--- src/rtl/cfg_rx_pkg.sv ---
package cfg_rx_pkg;
  typedef enum logic [2:0] {
    ST_IDLE,
    ST_DATA,
    ST_ACK_SETUP,
    ST_ACK_HOLD,
    ST_ACK_DONE
  } rx_state_e;

  localparam int unsigned HDR_BYTES = 3;
endpackage

--- src/rtl/cfg_line_sync.sv ---
module cfg_line_sync (
  input  logic clk_i,
  input  logic rst_ni,
  input  logic scl_i,
  input  logic sda_i,
  output logic scl_rise_o,
  output logic scl_fall_o,
  output logic start_o,
  output logic stop_o,
  output logic sda_o
);
  logic [1:0] scl_ff, sda_ff;
  logic       scl_q, sda_q;

  // lines idle high, so reset to 1 to avoid a false edge
  always_ff @(posedge clk_i or negedge rst_ni) begin
    if (!rst_ni) begin
      scl_ff <= 2'b11;
      sda_ff <= 2'b11;
      scl_q  <= 1'b1;
      sda_q  <= 1'b1;
    end else begin
      scl_ff <= {scl_ff[0], scl_i};
      sda_ff <= {sda_ff[0], sda_i};
      scl_q  <= scl_ff[1];
      sda_q  <= sda_ff[1];
    end
  end

  assign scl_rise_o = scl_ff[1] & ~scl_q;
  assign scl_fall_o = ~scl_ff[1] & scl_q;
  assign start_o    = scl_ff[1] & scl_q & sda_q & ~sda_ff[1];
  assign stop_o     = scl_ff[1] & scl_q & ~sda_q & sda_ff[1];
  assign sda_o      = sda_ff[1];
endmodule

--- src/rtl/cfg_frame_fsm.sv ---
module cfg_frame_fsm
  import cfg_rx_pkg::*;
#(
  parameter int unsigned NUM_DATA   = 7,
  parameter logic [7:0]  SLAVE_ADDR = 8'hD2,
  parameter int unsigned DIDX_W     = $clog2(NUM_DATA)
) (
  input  logic              clk_i,
  input  logic              rst_ni,
  input  logic              scl_rise_i,
  input  logic              scl_fall_i,
  input  logic              start_i,
  input  logic              stop_i,
  input  logic              sda_i,
  output logic              sda_oe_o,
  output logic              wr_en_o,
  output logic [DIDX_W-1:0] wr_idx_o,
  output logic [7:0]        wr_data_o,
  output logic              commit_o
);
  localparam int unsigned FRAME_LEN = HDR_BYTES + NUM_DATA;
  localparam int unsigned IDX_W     = $clog2(FRAME_LEN + 2);

  rx_state_e         state_q;
  logic [6:0]        shift_q;
  logic [2:0]        bit_cnt_q;
  logic [IDX_W-1:0]  idx_q;
  logic              addr_ok_q, ack_en_q, sda_oe_q;
  logic              wr_en_q, commit_q;
  logic [DIDX_W-1:0] wr_idx_q;
  logic [7:0]        wr_data_q;
  logic [7:0]        byte_w;
  logic              in_data_w;

  assign byte_w    = {shift_q, sda_i};
  assign in_data_w = (idx_q >= IDX_W'(HDR_BYTES)) && (idx_q < IDX_W'(FRAME_LEN));

  always_ff @(posedge clk_i or negedge rst_ni) begin
    if (!rst_ni) begin
      state_q   <= ST_IDLE;
      shift_q   <= '0;
      bit_cnt_q <= '0;
      idx_q     <= '0;
      addr_ok_q <= 1'b0;
      ack_en_q  <= 1'b0;
      sda_oe_q  <= 1'b0;
      wr_en_q   <= 1'b0;
      wr_idx_q  <= '0;
      wr_data_q <= '0;
      commit_q  <= 1'b0;
    end else begin
      wr_en_q  <= 1'b0;
      commit_q <= 1'b0;
      if (start_i) begin
        // a start or repeated start always begins a fresh frame
        state_q   <= ST_DATA;
        bit_cnt_q <= '0;
        idx_q     <= '0;
        addr_ok_q <= 1'b0;
        sda_oe_q  <= 1'b0;
      end else if (stop_i) begin
        commit_q <= (state_q == ST_DATA) && (idx_q == IDX_W'(FRAME_LEN)) && addr_ok_q;
        state_q  <= ST_IDLE;
        sda_oe_q <= 1'b0;
      end else begin
        unique case (state_q)
          ST_DATA: if (scl_rise_i) begin
            shift_q   <= byte_w[6:0];
            bit_cnt_q <= bit_cnt_q + 3'd1;
            if (bit_cnt_q == 3'd7) begin
              state_q <= ST_ACK_SETUP;
              if (idx_q == '0) begin
                addr_ok_q <= (byte_w == SLAVE_ADDR);
                ack_en_q  <= (byte_w == SLAVE_ADDR);
              end else begin
                ack_en_q <= addr_ok_q && (idx_q < IDX_W'(FRAME_LEN));
              end
              if (addr_ok_q && in_data_w) begin
                wr_en_q   <= 1'b1;
                wr_idx_q  <= DIDX_W'(idx_q - IDX_W'(HDR_BYTES));
                wr_data_q <= byte_w;
              end
              if (idx_q != IDX_W'(FRAME_LEN + 1)) idx_q <= idx_q + 1'b1;
            end
          end
          ST_ACK_SETUP: if (scl_fall_i) begin
            sda_oe_q <= ack_en_q;
            state_q  <= ST_ACK_HOLD;
          end
          ST_ACK_HOLD: if (scl_rise_i) state_q <= ST_ACK_DONE;
          ST_ACK_DONE: if (scl_fall_i) begin
            sda_oe_q <= 1'b0;
            state_q  <= ST_DATA;
          end
          default: ;
        endcase
      end
    end
  end

  assign sda_oe_o  = sda_oe_q;
  assign wr_en_o   = wr_en_q;
  assign wr_idx_o  = wr_idx_q;
  assign wr_data_o = wr_data_q;
  assign commit_o  = commit_q;


  ack_needs_match_chk: assert property (@(posedge clk_i) disable iff (!rst_ni)
    sda_oe_q |-> addr_ok_q);


  commit_from_stop_chk: assert property (@(posedge clk_i) disable iff (!rst_ni)
    commit_q |-> (state_q == ST_IDLE));


  idle_until_start_chk: assert property (@(posedge clk_i) disable iff (!rst_ni)
    (state_q == ST_IDLE && !start_i) |=> (state_q == ST_IDLE));
endmodule

--- src/rtl/cfg_reg_bank.sv ---
module cfg_reg_bank #(
  parameter int unsigned NUM_DATA = 7,
  parameter int unsigned DIDX_W   = $clog2(NUM_DATA)
) (
  input  logic                  clk_i,
  input  logic                  rst_ni,
  input  logic                  wr_en_i,
  input  logic [DIDX_W-1:0]     wr_idx_i,
  input  logic [7:0]            wr_data_i,
  input  logic                  commit_i,
  output logic [NUM_DATA*8-1:0] live_o
);
  // byte 0 holds control fields (all off), the rest are output enables (all on)
  function automatic logic [7:0] dflt(int unsigned idx);
    return (idx == 0) ? 8'h00 : 8'hFF;
  endfunction

  logic [NUM_DATA*8-1:0] live_w;

  for (genvar g = 0; g < NUM_DATA; g++) begin : g_byte
    logic [7:0] shadow_q, live_q;
    always_ff @(posedge clk_i or negedge rst_ni) begin
      if (!rst_ni) begin
        shadow_q <= dflt(g);
        live_q   <= dflt(g);
      end else begin
        if (wr_en_i && wr_idx_i == DIDX_W'(g)) shadow_q <= wr_data_i;
        if (commit_i) live_q <= shadow_q;
      end
    end
    assign live_w[g*8 +: 8] = live_q;
  end

  assign live_o = live_w;


  live_hold_chk: assert property (@(posedge clk_i) disable iff (!rst_ni)
    !commit_i |=> $stable(live_w));


  commit_write_excl_chk: assert property (@(posedge clk_i) disable iff (!rst_ni)
    commit_i |-> !wr_en_i);
endmodule

--- src/rtl/cfg_serial_rx.sv ---
module cfg_serial_rx
  import cfg_rx_pkg::*;
#(
  parameter int unsigned NUM_DATA   = 7,
  parameter logic [7:0]  SLAVE_ADDR = 8'hD2,
  parameter int unsigned FREQ_W     = 6
) (
  input  logic                      clk_i,
  input  logic                      rst_ni,
  input  logic                      scl_i,
  input  logic                      sda_i,
  output logic                      sda_oe_o,
  output logic [FREQ_W-1:0]         freq_sel_o,
  output logic                      hiz_o,
  output logic                      bypass_o,
  output logic [8*(NUM_DATA-1)-1:0] out_en_o
);
  localparam int unsigned DIDX_W = $clog2(NUM_DATA);

  logic scl_rise, scl_fall, start, stop, sda_s;
  logic wr_en, commit;
  logic [DIDX_W-1:0] wr_idx;
  logic [7:0] wr_data;
  logic [NUM_DATA*8-1:0] live;

  cfg_line_sync i_sync (
    .clk_i      (clk_i),
    .rst_ni     (rst_ni),
    .scl_i      (scl_i),
    .sda_i      (sda_i),
    .scl_rise_o (scl_rise),
    .scl_fall_o (scl_fall),
    .start_o    (start),
    .stop_o     (stop),
    .sda_o      (sda_s)
  );

  cfg_frame_fsm #(
    .NUM_DATA   (NUM_DATA),
    .SLAVE_ADDR (SLAVE_ADDR),
    .DIDX_W     (DIDX_W)
  ) i_fsm (
    .clk_i      (clk_i),
    .rst_ni     (rst_ni),
    .scl_rise_i (scl_rise),
    .scl_fall_i (scl_fall),
    .start_i    (start),
    .stop_i     (stop),
    .sda_i      (sda_s),
    .sda_oe_o   (sda_oe_o),
    .wr_en_o    (wr_en),
    .wr_idx_o   (wr_idx),
    .wr_data_o  (wr_data),
    .commit_o   (commit)
  );

  cfg_reg_bank #(
    .NUM_DATA (NUM_DATA),
    .DIDX_W   (DIDX_W)
  ) i_bank (
    .clk_i     (clk_i),
    .rst_ni    (rst_ni),
    .wr_en_i   (wr_en),
    .wr_idx_i  (wr_idx),
    .wr_data_i (wr_data),
    .commit_i  (commit),
    .live_o    (live)
  );

  assign freq_sel_o = live[7 -: FREQ_W];
  assign hiz_o      = live[1];
  assign bypass_o   = live[0];
  assign out_en_o   = live[NUM_DATA*8-1:8];
endmodule

--- config.mk ---
export PLATFORM = sky130hd
export DESIGN_NAME = cfg_serial_rx
export DESIGN_NICKNAME = d
export VERILOG_FILES = /design/src/rtl/cfg_rx_pkg.sv /design/src/rtl/cfg_line_sync.sv /design/src/rtl/cfg_frame_fsm.sv /design/src/rtl/cfg_reg_bank.sv /design/src/rtl/cfg_serial_rx.sv
export SDC_FILE = /design/constraint.sdc
export NUM_CORES = 1
export LEC_CHECK = 0
export ABC_CLOCK_PERIOD_IN_PS = 3800
export CORE_AREA = 2 2 115 117
export CTS_CLUSTER_SIZE = 24
export DETAILED_ROUTE_END_ITERATION = 10
export DIE_AREA = 0 0 117 119
export DONT_BUFFER_PORTS = 1
export PLACE_DENSITY = 0.6
export SLEW_MARGIN = 20
export SYNTH_ARGS = -nofsm -noshare
export SYNTH_HDL_FRONTEND = slang
export SYNTH_SLANG_ARGS = --single-unit
--- constraint.sdc ---
create_clock -name clk_i -period 3.8 [get_ports clk_i]
set_clock_uncertainty 0.15 [all_clocks]
set_input_delay 0 -clock clk_i [delete_from_list [all_inputs] [get_ports clk_i]]
set_output_delay 0 -clock clk_i [all_outputs]
set_load 0.05 [all_outputs]
==> metrics.md, run 1 <==
| Metric | Value |
|---|---|
| Critical Setup Path Class | reg -> reg |
| Distinct cells, synth | 41 |
| Initial antenna violation count | 0 |
| Routed Antenna Nets | 0 |
| Xor-xnor portion of the synthesized cell area | 0.573% |
| Commonest non-fill, non-tap cell in the layout | mux2_2 |
| Setup Fix Bufs, Post-CTS | 0 |
| Bufs and invs on worst path | 0 |
| Pwr Total | 3.55 mW |
| Crit. End Element | flop |
| Layout area overhead | 13.4% |
| Max transition margin | 47.5% |
| CP cell instances | or3b_4, nor2_8, nand2_4, nor3_4, mux2_2 |
| Complex-gate fraction of the synthesized area | 1.80% |
| H-tree level count | 4 |
| Io pins | 61 |
| Largest net degree at the start of global routing | 152 |
| Tmin final | 2520 ps |
| Share of cells above drive strength 1 | 62.1% |
| RSZ-0062 raised after global routing | false |
| Nets | 426 |
| Ys Warns | 0 |
| Synthesized area | 6110 sq um |
| Total number of vias | 3,155 |
| Hpwl dp | 6830 um |
| CTS Buf Count | 17 |
| Port bufs | 0 |
| GPL Wtd Cong | 0.776 |
| N_diodes | 0 |
| Post-synthesis mux area share | 23.8% |
| Critical path's top delay family | simple AND/OR/NAND/NOR gates |
| Cell Pwr Density | 512 nW/um^2 |
| Global-route wire length before repair | 17,900 um |
| Initial Util | 47.5% |
| Peak supply drop | 0.000251 V |
| FFs w/ async S/R, synth | 100% |
| Placed cells | 568 |
| Die Wd | 117 um |
| CP peak stage delay | 610 ps |
| Slew @ Worst Pin | 788 ps |
| Non-Filler Instances | 606 |
| Outcome | finished clean |
| CP max FO | 14 |
| Post-layout util | 53.9% |
| CP arrival | 2670 ps |
| Synth Area in Simple Gates | 7.55% |
| Area of the die | 13,900 sq um |
| Grt ovf | 0 |
| Synth Area per Inst | 15.1 sq um |
| Lkg Pwr | 3.07 nW |
| Post-Synth Adder-Cell Area | 1.02% |
| Startpoint types | flop |
| Layout fillers | 1,049 |
| Final Hold Vio Count | 0 |
| Clock slew seen by the registers of the worst setup and hold paths | 60 ps |
| Seq cells post-synth | 151 |
| Core Region | 12,900 sq um |
| WHS | 123 ps |
| DRC viols | 0 |
| Hold Path Class | in -> async |
| Clock Path Buffers | 2 |
| Clk root buf | clkbuf_16 |
| Rows | 42 |
| Final period util | 66.4% |
| Die Ht | 119 um |
| Crit path max-delay cell type | nor3_4 |
| Final setup violation count | 0 |
| DR WL/cell | 18.0 um |
| Syn Nets | 415 |
| TritonCTS clock tree | built |
| Clock latency on the worst-skew pair | 410 ps |
| Synth Flop Type | dfstp_2 |
| Max Clk Rate | 396 MHz |
| EDFF count, synth | 0 |
| Most frequent cells in the layout | 114 x mux2_2, 102 x dfstp_2, 48 x dfrtp_1, 29 x nand2_1, 18 x clkbuf_16 |
| # Max-Cap Violations | 0 |
| Vias per Instance | 5.21 |
| Wirelength, routed | 10,900 um |
| Initial drt markers | 186 |
| Sink Count | 151 |
| Setup Total Neg Slack | 0 ps |
| Synth Instances | 406 |
| Part of the Yosys area used for sequential elements | 63.9% |
| Largest family of logic cells by synthesized area | multiplexers |
| Max-slew violation count | 0 |
| Initial DRT Pass Iterations | 4 |
| Gr usage total | 17.1% |
| Vias in the first global route | 3,356 |
| Worst path required time | 3950 ps |
==> power by group <==
group / total [mW] / switching, mW / internal [mW] / leakage [nW]
combinational: 0.215 / 0.129 / 0.0856 / 1.05
clock: 1.62 / 0.609 / 1.01 / 0.293
sequential: 1.72 / 0.0585 / 1.66 / 1.73
==> cell usage after synthesis, types with 2 or more instances <==
| library cell | n | area share (%) |
|---|---|---|
| a21oi_1 | 3 | 0.25 |
| buf_2 | 2 | 0.16 |
| clkbuf_1 | 12 | 0.74 |
| dfrtp_1 | 49 | 20 |
| dfstp_2 | 102 | 44 |
| ha_1 | 5 | 1.0 |
| inv_1 | 5 | 0.31 |
| mux2_2 | 114 | 21 |
| mux2_4 | 8 | 2.0 |
| mux2i_1 | 5 | 0.82 |
| nand2_1 | 29 | 1.8 |
| nand2b_1 | 6 | 0.61 |
| nand3_1 | 9 | 0.74 |
| nand3b_1 | 2 | 0.25 |
| nand4_1 | 4 | 0.41 |
| nand4b_1 | 4 | 0.57 |
| nor2_1 | 11 | 0.68 |
| nor3_1 | 3 | 0.25 |
| nor3_2 | 3 | 0.49 |
| o21ai_0 | 6 | 0.49 |
| or2_2 | 2 | 0.20 |
| xnor2_1 | 3 | 0.43 |
==> final cells by class <==
class | instances | area, sq um | area share, %
multi-input combinational | 235 | 2120 | 30.6
inverter | 5 | 18.8 | 0.271
clock buffer | 25 | 517 | 7.45
sequential | 151 | 3910 | 56.3
tap | 176 | 220 | 3.18
timing repair buffer | 7 | 85.1 | 1.23
clock inverter | 7 | 63.8 | 0.920
==> final timing paths <==
| kind | end | slack (ps) | cells past startpoint | startpoint |
|---|---|---|---|---|
| worst max-delay path | i_fsm.wr_idx_o[2] | 1280 | 5 | i_fsm.state_q[1] |
| worst min-delay path | i_bank.g_byte[0].live_q[7] | 120 | 2 | rst_ni |
| worst max register to register | i_fsm.wr_idx_o[2] | 1280 | 5 | i_fsm.state_q[1] |
| min in group clk_i | i_sync.scl_ff[1] | 200 | 0 | i_sync.scl_ff[0] |
| max in group asynchronous | i_fsm.bit_cnt_q[0] | 2860 | 2 | rst_ni |
| worst min register to register | i_sync.scl_ff[1] | 200 | 0 | i_sync.scl_ff[0] |
==> worst reg2reg max path: cells and delay by family, from the launching register on <==
kind / cells / cell delay, ps
AND/OR/NAND/NOR: 4 / 1410
flip-flops: 1 / 450
multiplexers: 1 / 400
==> sequential cells by signal (all words and copies together) (netlist names) <==
register,flops
i_fsm.state_q,3
i_fsm.wr_idx_o,3
i_fsm.idx_q,4
i_fsm.bit_cnt_q,3
i_bank.g_byte.live_q,56
i_fsm.addr_ok_q,1
i_sync.scl_q,1
i_fsm.wr_en_o,1
i_bank.g_byte.shadow_q,56
i_fsm.commit_o,1
i_fsm.wr_data_o,8
i_fsm.sda_oe_o,1
i_sync.sda_q,1
i_sync.sda_ff,2
i_sync.scl_ff,2
i_fsm.shift_q,7
i_fsm.ack_en_q,1
==> through the flow <==
| stage | area (sq um) | worst slack [ps] |
|---|---|---|
| after detailed placement | 6280 | 1280 |
| final | 6940 | 1280 |
| after CTS | 6940 | 1270 |
| after global routing | 6940 | 1120 |
| after global placement | 6280 | 1330 |
| after floorplan | 6110 | 1700 |
==> per-layer routing <==
metal | track usage (%) | vias up | part of all wire [%]
met2 | 26.7 | 60 | 48
met4 | 7.21 | 0 | 2.2
met1 | 22.2 | 1617 | 45
met5 | 0 | - | 0
met3 | 5.04 | 18 | 4.7
li1 | - | 1460 | -
==> kinds of logic (layout without fill, tap and decap cells) <==
| logic type | count (synthesis) | count (layout) |
|---|---|---|
| AOI/OAI and AO/OA | 17 | 17 |
| buffers and inverters | 20 | 44 |
| muxes | 127 | 127 |
| and+or+nand+nor | 82 | 82 |
| xor gates and xnor gates | 4 | 4 |
| adders and majority gates | 5 | 5 |
| DFF | 151 | 151 |
==> repair_timing <==
action	in CTS	in global routing
hold endpoints to repair	153	0
gates resized for setup	0	0
hold buffers	6	0
Note: power is estimated with default switching activity, not from simulation.
==> run 2: changes to the inputs <==
- ABC_AREA: default -> 1
- ABC_CLOCK_PERIOD_IN_PS: 3800 -> 2600
- clock period: 3.8 -> 2.6 ns (I/O delays scaled with it)
==> run 2 against run 1 <==
Against the previous run: the flow now finishes with violations (negative hold slack); die area stayed put; global-route usage rose by 0.17 points; critical path depth is 2 higher; sequential power up 47%.
==> metrics.md, run 2 <==
| Metric | Value |
|---|---|
| Post-CTS Hold Buffers | 4 (-2) |
| M1 wire length | 5040 um (+1.8%) |
| Lkg Pwr | 2.93 nW (-4.5%) |
| Syn Nets | 543 (+31%) |
| Share of cells above drive strength 1 | 38.6% (-23 points) |
| RSZ-0062 raised after global routing | false |
| Setup Fix Bufs, Post-CTS | 0 (unchanged) |
| Synthesized area | 6080 sq um (-0.59%) |
| Placed cells | 694 (+22%) |
| Vias in the first global route | 3,621 (+7.9%) |
| Area of the die | 13,900 sq um (unchanged) |
| DR WL/cell | 15.3 um (-15%) |
| Tmin final | 1760 ps (-765 ps) |
| CTS Buf Count | 17 (unchanged) |
| Clock latency on the worst-skew pair | 420 ps (about the same) |
| Seq cells post-synth | 151 (unchanged) |
| Max Clk Rate | 569 MHz (+44%) |
| CP peak stage delay | 590 ps (-20 ps) |
| Global-route wire length before repair | 18,100 um (+1.4%) |
| Slew @ Worst Pin | 716 ps (-71.8 ps) |
| Io pins | 61 (unchanged) |
| Post-CTS Resized | 0 (unchanged) |
| Initial DRT Pass Iterations | 5 (+1) |
| Cell Pwr Density | 788 nW/um^2 (+54%) |
| Final period util | 67.6% (+1.2 points) |
| Wirelength, routed | 11,200 um (+2.5%) |
| Sink Count | 151 (unchanged) |
| Grt ovf | 0 (unchanged) |
| Synth Flop Type | dfstp_2 |
| Die Wd | 117 um (unchanged) |
| Port bufs | 0 (unchanged) |
| Worst path required time | 2750 ps (-1200 ps) |
| WHS | -868 ps (-991 ps) |
| Commonest non-fill, non-tap cell in the layout | nand2_1 |
| DRC viols | 0 (unchanged) |
| WL met2 | 5430 um (+4.3%) |
| Clk root buf | clkbuf_16 |
| Crit. End Element | flop |
| Vias per Instance | 5.04 (-3.2%) |
| Die Ht | 119 um (unchanged) |
| Non-Filler Instances | 730 (+20%) |
| Final setup violation count | 0 (unchanged) |
| Area leader, netlist | dfstp_2 |
| FFs w/ async S/R, synth | 100% (unchanged) |
| Most frequent cells in the layout | 132 x nand2_1, 102 x dfstp_2, 61 x o21ai_0, 56 x mux2_2, 48 x dfrtp_1 |
| Bufs and invs on worst path | 1 (+1) |
| Worst slack, placed | 851 ps (-433 ps) |
| Max transition margin | 52.3% (+4.8 points) |
| CP max FO | 14 (unchanged) |
| Final Hold Vio Count | 151 (+151) |
| Startpoint types | flop |
| H-tree level count | 4 (unchanged) |
| # Max-Cap Violations | 0 (unchanged) |
| Clock Path Buffers | 2 (unchanged) |
| Worst setup margin | 841 ps (-435 ps) |
| Count leader, synth | nand2_1 |
| Rows | 42 (unchanged) |
| EDFF count, synth | 0 (unchanged) |
| N_diodes | 0 (unchanged) |
| CP arrival | 1900 ps (-770 ps) |
| Layout area overhead | 13.3% |
| Largest net degree at the start of global routing | 152 (unchanged) |
| Most Frequent Cell on Critical Path | nand2_1 |
| Dominant cells by area after synthesis | dfstp_2 44%, dfrtp_1 20%, mux2_2 10% |
| Initial drt markers | 265 (+42%) |
| Nets | 550 (+29%) |
| Part of the Yosys area used for sequential elements | 64.3% (+0.38 points) |
| Initial Util | 47.2% (-0.28 points) |
| Clock slew seen by the registers of the worst setup and hold paths | 60 ps (about the same) |
| Ys Warns | 0 (unchanged) |
| Top sig layer | met4 |
| Gr usage total | 17.3% (+0.17 points) |
| Setup Total Neg Slack | 0 ps (unchanged) |
| Failing checks | negative hold slack |
| Peak supply drop | 0.000438 V (+74%) |
| CP cell instances | nand2_1, inv_1, nand2_1, nand3_1, nand3_4, nand2_1, o21ai_1 |
| GPL Wtd Cong | 0.808 (+4.1%) |
| TritonCTS clock tree | built |
| Total number of vias | 3,678 (+17%) |
| Synth Instances | 534 (+32%) |
| Distinct cells, synth | 25 (-39%) |
| Routed Antenna Nets | 0 (unchanged) |
| Crit path max-delay cell type | dfstp_2 |
| Core Region | 12,900 sq um (unchanged) |
| Top cells by count, synth | 132 x nand2_1, 102 x dfstp_2, 61 x o21ai_0, 56 x mux2_2, 49 x dfrtp_1 |
| Outcome | complete, but fails checks |
| Share of the synthesized area in the top cell type | 44.1% (+0.26 points) |
| Max-slew violation count | 0 (unchanged) |
| Critical path's top delay family | simple AND/OR/NAND/NOR gates |
| Met3 WL post-DR | 556 um (+8.4%) |
| Initial antenna violation count | 0 (unchanged) |
| Hpwl dp | 7040 um (+3.1%) |
| Critical Setup Path Class | reg -> reg |
| Synth Area per Inst | 11.4 sq um (-24%) |
| Hold Path Class | in -> async |
## run 2: through the flow
| stage | area, sq um | util, % | power (mW) |
|---|---|---|---|
| 2_1_floorplan | 6080 | - | 2.84 |
| 3_3_place_gp | 6220 | 48.3 | 2.91 |
| 3_5_place_dp | 6220 | 48.3 | 2.92 |
| 4_1_cts | 6880 | 53.5 | 5.48 |
| 5_1_grt | 6880 | 53.5 | 5.66 |
| 6_report | 6880 | 53.5 | 5.43 |
## run 2: worst paths after layout
| path | start | slack [ps] | depth (start not counted) | to |
|---|---|---|---|---|
| setup / recovery | i_sync.scl_ff[1] | 840 | 7 | i_fsm.idx_q[2] |
| hold / removal | rst_ni | -870 | 0 | i_bank.g_byte[0].live_q[7] |
| max in group asynchronous | rst_ni | 2940 | 0 | i_bank.g_byte[4].live_q[1] |
| hold reg to reg | i_sync.sda_ff[0] | 200 | 0 | i_sync.sda_ff[1] |
| setup reg to reg | i_sync.scl_ff[1] | 840 | 7 | i_fsm.idx_q[2] |
| min in group clk_i | i_sync.sda_ff[0] | 200 | 0 | i_sync.sda_ff[1] |
## run 2: layout make-up
type	count	area [sq um]
tap	176	220
clock buffer	26	542
clock inverter	6	81.3
inverter	36	135
timing repair buffer	6	55.1
sequential	151	3910
fill	1132	5990
multi-input combinational	329	1940
## run 2: power by group
group	internal [mW]	leakage [nW]	switching, mW
Sequential	2.44	1.73	0.0840
Clock	1.63	0.311	0.907
Combinational	0.135	0.896	0.233
Total	4.20	2.93	1.22
## run 2: cells by family (layout without fill, tap and decap cells)
family / count (synthesis) / in the layout / share of synthesized area, %
buf+inv: 54 / 74 / 3.77
mux: 56 / 56 / 10.4
compound gates: 85 / 85 / 7.55
simple gates: 182 / 182 / 12.9
flops: 151 / 151 / 64.3
fa+ha+maj: 5 / 5 / 1.03
xor+xnor: 1 / 1 / 0.144
## run 2: layer usage
metal | GRT usage, % | up-vias
met4 | 5.74 | 0
met2 | 27.2 | 76
met3 | 6.11 | 15
li1 | - | 1772
met5 | 0 | -
met1 | 22.3 | 1815
==> run 3: changes to the inputs <==
- ABC_AREA: 1 -> 0
- ABC_CLOCK_PERIOD_IN_PS: 2600 -> 1410
- PLACE_DENSITY: 0.6 -> 0.63
- clock period: 2.6 -> 1.41 ns (I/O delays scaled with it)
==> run 3 against run 2 <==
Against the previous run: the flow finishes with violations (negative hold slack, negative setup slack); sequential cell count unchanged; setup slack got worse by 1400 ps; clock-buffer cell count fell by 4; critical path depth shrank 1; fmax down 9.1%; die area unchanged; power grew 100%; core utilization up 12 points.
==> metrics.md, run 3 (synthesized netlist as in run 1, its figures left out) <==
| Metric | Value |
|---|---|
| Io pins | 61 (unchanged) |
| Slew @ Worst Pin | 468 ps (-248 ps) |
| Total number of vias | 3,696 (+0.49%) |
| Critical path's top delay family | simple AND/OR/NAND/NOR gates |
| Outcome | complete, but fails checks |
| Crit path max-delay cell type | or3b_4 |
| Worst path required time | 1560 ps (-1190 ps) |
| DR WL/cell | 16.5 um (+7.6%) |
| Wirelength, routed | 12,000 um (+7.3%) |
| Commonest non-fill, non-tap cell in the layout | buf_4 |
| R2r endpoint | i_fsm.wr_data_o[2] |
| Sink Count | 151 (unchanged) |
| Gr usage total | 18.6% (+1.4 points) |
| Global-route wire length before repair | 19,700 um (+8.6%) |
| Max transition margin | 68.8% (+17 points) |
| Clock Path Buffers | 2 (unchanged) |
| Net Sw Frac | 22.0% (-0.55 points) |
| Initial Util | 47.5% (+0.28 points) |
| Worst setup margin | -524 ps (-1370 ps) |
| RSZ-0062 raised after global routing | true |
| Layout fillers | 938 (-17%) |
| Nets | 548 (-0.36%) |
| Final setup violation count | 89 (+89) |
| Worst R2R Path Depth | 6 (-1) |
| Die Ht | 119 um (unchanged) |
| Tmin final | 1930 ps (+176 ps) |
| FF-to-FF setup slack | -520 ps (-1370 ps) |
| GPL Wtd Cong | 0.816 (+0.98%) |
| Max Clk Rate | 517 MHz (-9.1%) |
| Clk root buf | clkbuf_16 |
| Clock group share of total power | 47.0% (+0.3 points) |
| Max-slew violation count | 0 (unchanged) |
| Critical Setup Path Class | reg -> reg |
| Routed Antenna Nets | 0 (unchanged) |
| Bufs and invs on worst path | 1 (unchanged) |
| Startpoint types | flop |
| Core Region | 12,900 sq um (unchanged) |
| N_diodes | 0 (unchanged) |
| Final period util | 137% (+70 points) |
| Grt ovf | 0 (unchanged) |
| Largest net degree at the start of global routing | 152 (unchanged) |
| Placed cells | 680 (-2.0%) |
| Layout area overhead | 37.1% |
| Final Hold Vio Count | 151 (unchanged) |
| Rows | 42 (unchanged) |
| Hpwl dp | 7530 um (+7.0%) |
| Initial DRT Pass Iterations | 4 (-1) |
| Post-layout util | 65.1% (+12 points) |
| CP cell instances | or3b_4, nor2_8, nand2_4, nor3_4, buf_12, mux2_4 |
| Logic pwr share | 10.9% (+4.1 points) |
| WHS | -866 ps (+2.13 ps) |
| Internal power | 8.48 mW (+100%) |
| Post-CTS Hold Buffers | 4 (unchanged) |
| Most frequent cells in the layout | 108 x buf_4, 102 x dfstp_2, 80 x mux2_2, 47 x dfrtp_1, 42 x mux2_4 |
| Area of the die | 13,900 sq um (unchanged) |
| Critical Path Start | i_fsm.state_q[2] |
| Clock slew seen by the registers of the worst setup and hold paths | 60 ps (about the same) |
| Vias in the first global route | 3,867 (+6.8%) |
| Non-Filler Instances | 728 (-0.27%) |
| Peak supply drop | 0.00102 V (+130%) |
| H-tree level count | 4 (unchanged) |
| DRC viols | 0 (unchanged) |
| CTS Buf Count | 17 (unchanged) |
| Initial antenna violation count | 0 (unchanged) |
| Sequential share of power | 42.1% (-4.4 points) |
| Reg-to-reg startpoint | i_fsm.state_q[2] |
| Share of cells above drive strength 1 | 75.7% (+37 points) |
| CP peak stage delay | 440 ps (-150 ps) |
| TritonCTS clock tree | built |
| CP max FO | 11 (-3) |
| Cell Pwr Density | 1300 nW/um^2 (+64%) |
| Port bufs | 0 (unchanged) |
| Initial drt markers | 132 (-50%) |
| Lkg Pwr | 3.83 nW (+31%) |
| Hold Path Class | in -> async |
| Die Wd | 117 um (unchanged) |
| Vias per Instance | 5.08 (+0.77%) |
| # Max-Cap Violations | 0 (unchanged) |
| NetSw | 2.39 mW (+95%) |
| Failing checks | negative hold slack, negative setup slack |
| CP arrival | 2090 ps (+190 ps) |
| Worst slack, placed | -523 ps (-1370 ps) |
| Crit. End Element | flop |
| Setup Total Neg Slack | -16,890 ps (-16,890 ps) |
| Clock latency on the worst-skew pair | 420 ps (about the same) |
run 3: worst register-to-register path, cell delays in order (launching register included):
cell and delay, ps:
dfrtp_1 390, or3b_4 440, nor2_8 110, nand2_4 60, nor3_4 190, buf_12 170
mux2_4 300
run 3: what timing repair did:
item	4_1_cts	5_1_grt
gates resized for setup	26	17
pin swaps	11	9
buffers inserted	5	6
cloned	1	0
setup endpoints to repair	89	89
endpoints found under the hold margin	153	151
run 3: worst max path at each step:
stage,to,slack [ps],cells past startpoint
final,i_fsm.wr_data_o[2],-520,6
after global placement,i_fsm.wr_idx_o[2],-500,6
after floorplan,i_fsm.wr_data_o[0],-640,7
after global routing,i_fsm.wr_data_o[0],-570,6
after detailed placement,i_fsm.wr_data_o[7],-520,6
after CTS,i_fsm.wr_data_o[7],-540,6
run 3: metrics by stage:
step	power (mW)	instance area [sq um]
finish	10.9	8380
floorplan	5.11	6350
CTS	10.8	8270
detailed placement	5.42	7410
global route	11.3	8380
global placement	5.35	7410
run 3: layout make-up:
cell class | instances | area (sq um) | share of cell area, %
clock inverter | 10 | 189 | 2.25
inverter | 5 | 21.3 | 0.254
timing repair buffer | 128 | 1110 | 13.2
multi-input combinational | 236 | 2440 | 29.1
sequential | 151 | 3910 | 46.6
tap | 176 | 220 | 2.63
clock buffer | 22 | 495 | 5.91
run 3: metal layers:
metal  GRT usage (%)  share of wire (%)
met1            24.4                 44
met2            29.5                 50
met3            4.78                3.8
met4            7.65                2.3
met5               0                  0
run 3: power by group through the flow:
| stage | combinational, mW | clock [mW] | sequential (mW) |
|---|---|---|---|
| 6_report | 1.18 | 5.11 | 4.57 |
| 5_1_grt | 1.27 | 5.40 | 4.58 |
| 4_1_cts | 0.983 | 5.21 | 4.56 |
| 3_5_place_dp | 0.795 | 0 | 4.63 |
| 3_3_place_gp | 0.742 | 0 | 4.61 |
| 2_1_floorplan | 0.459 | 0 | 4.65 |
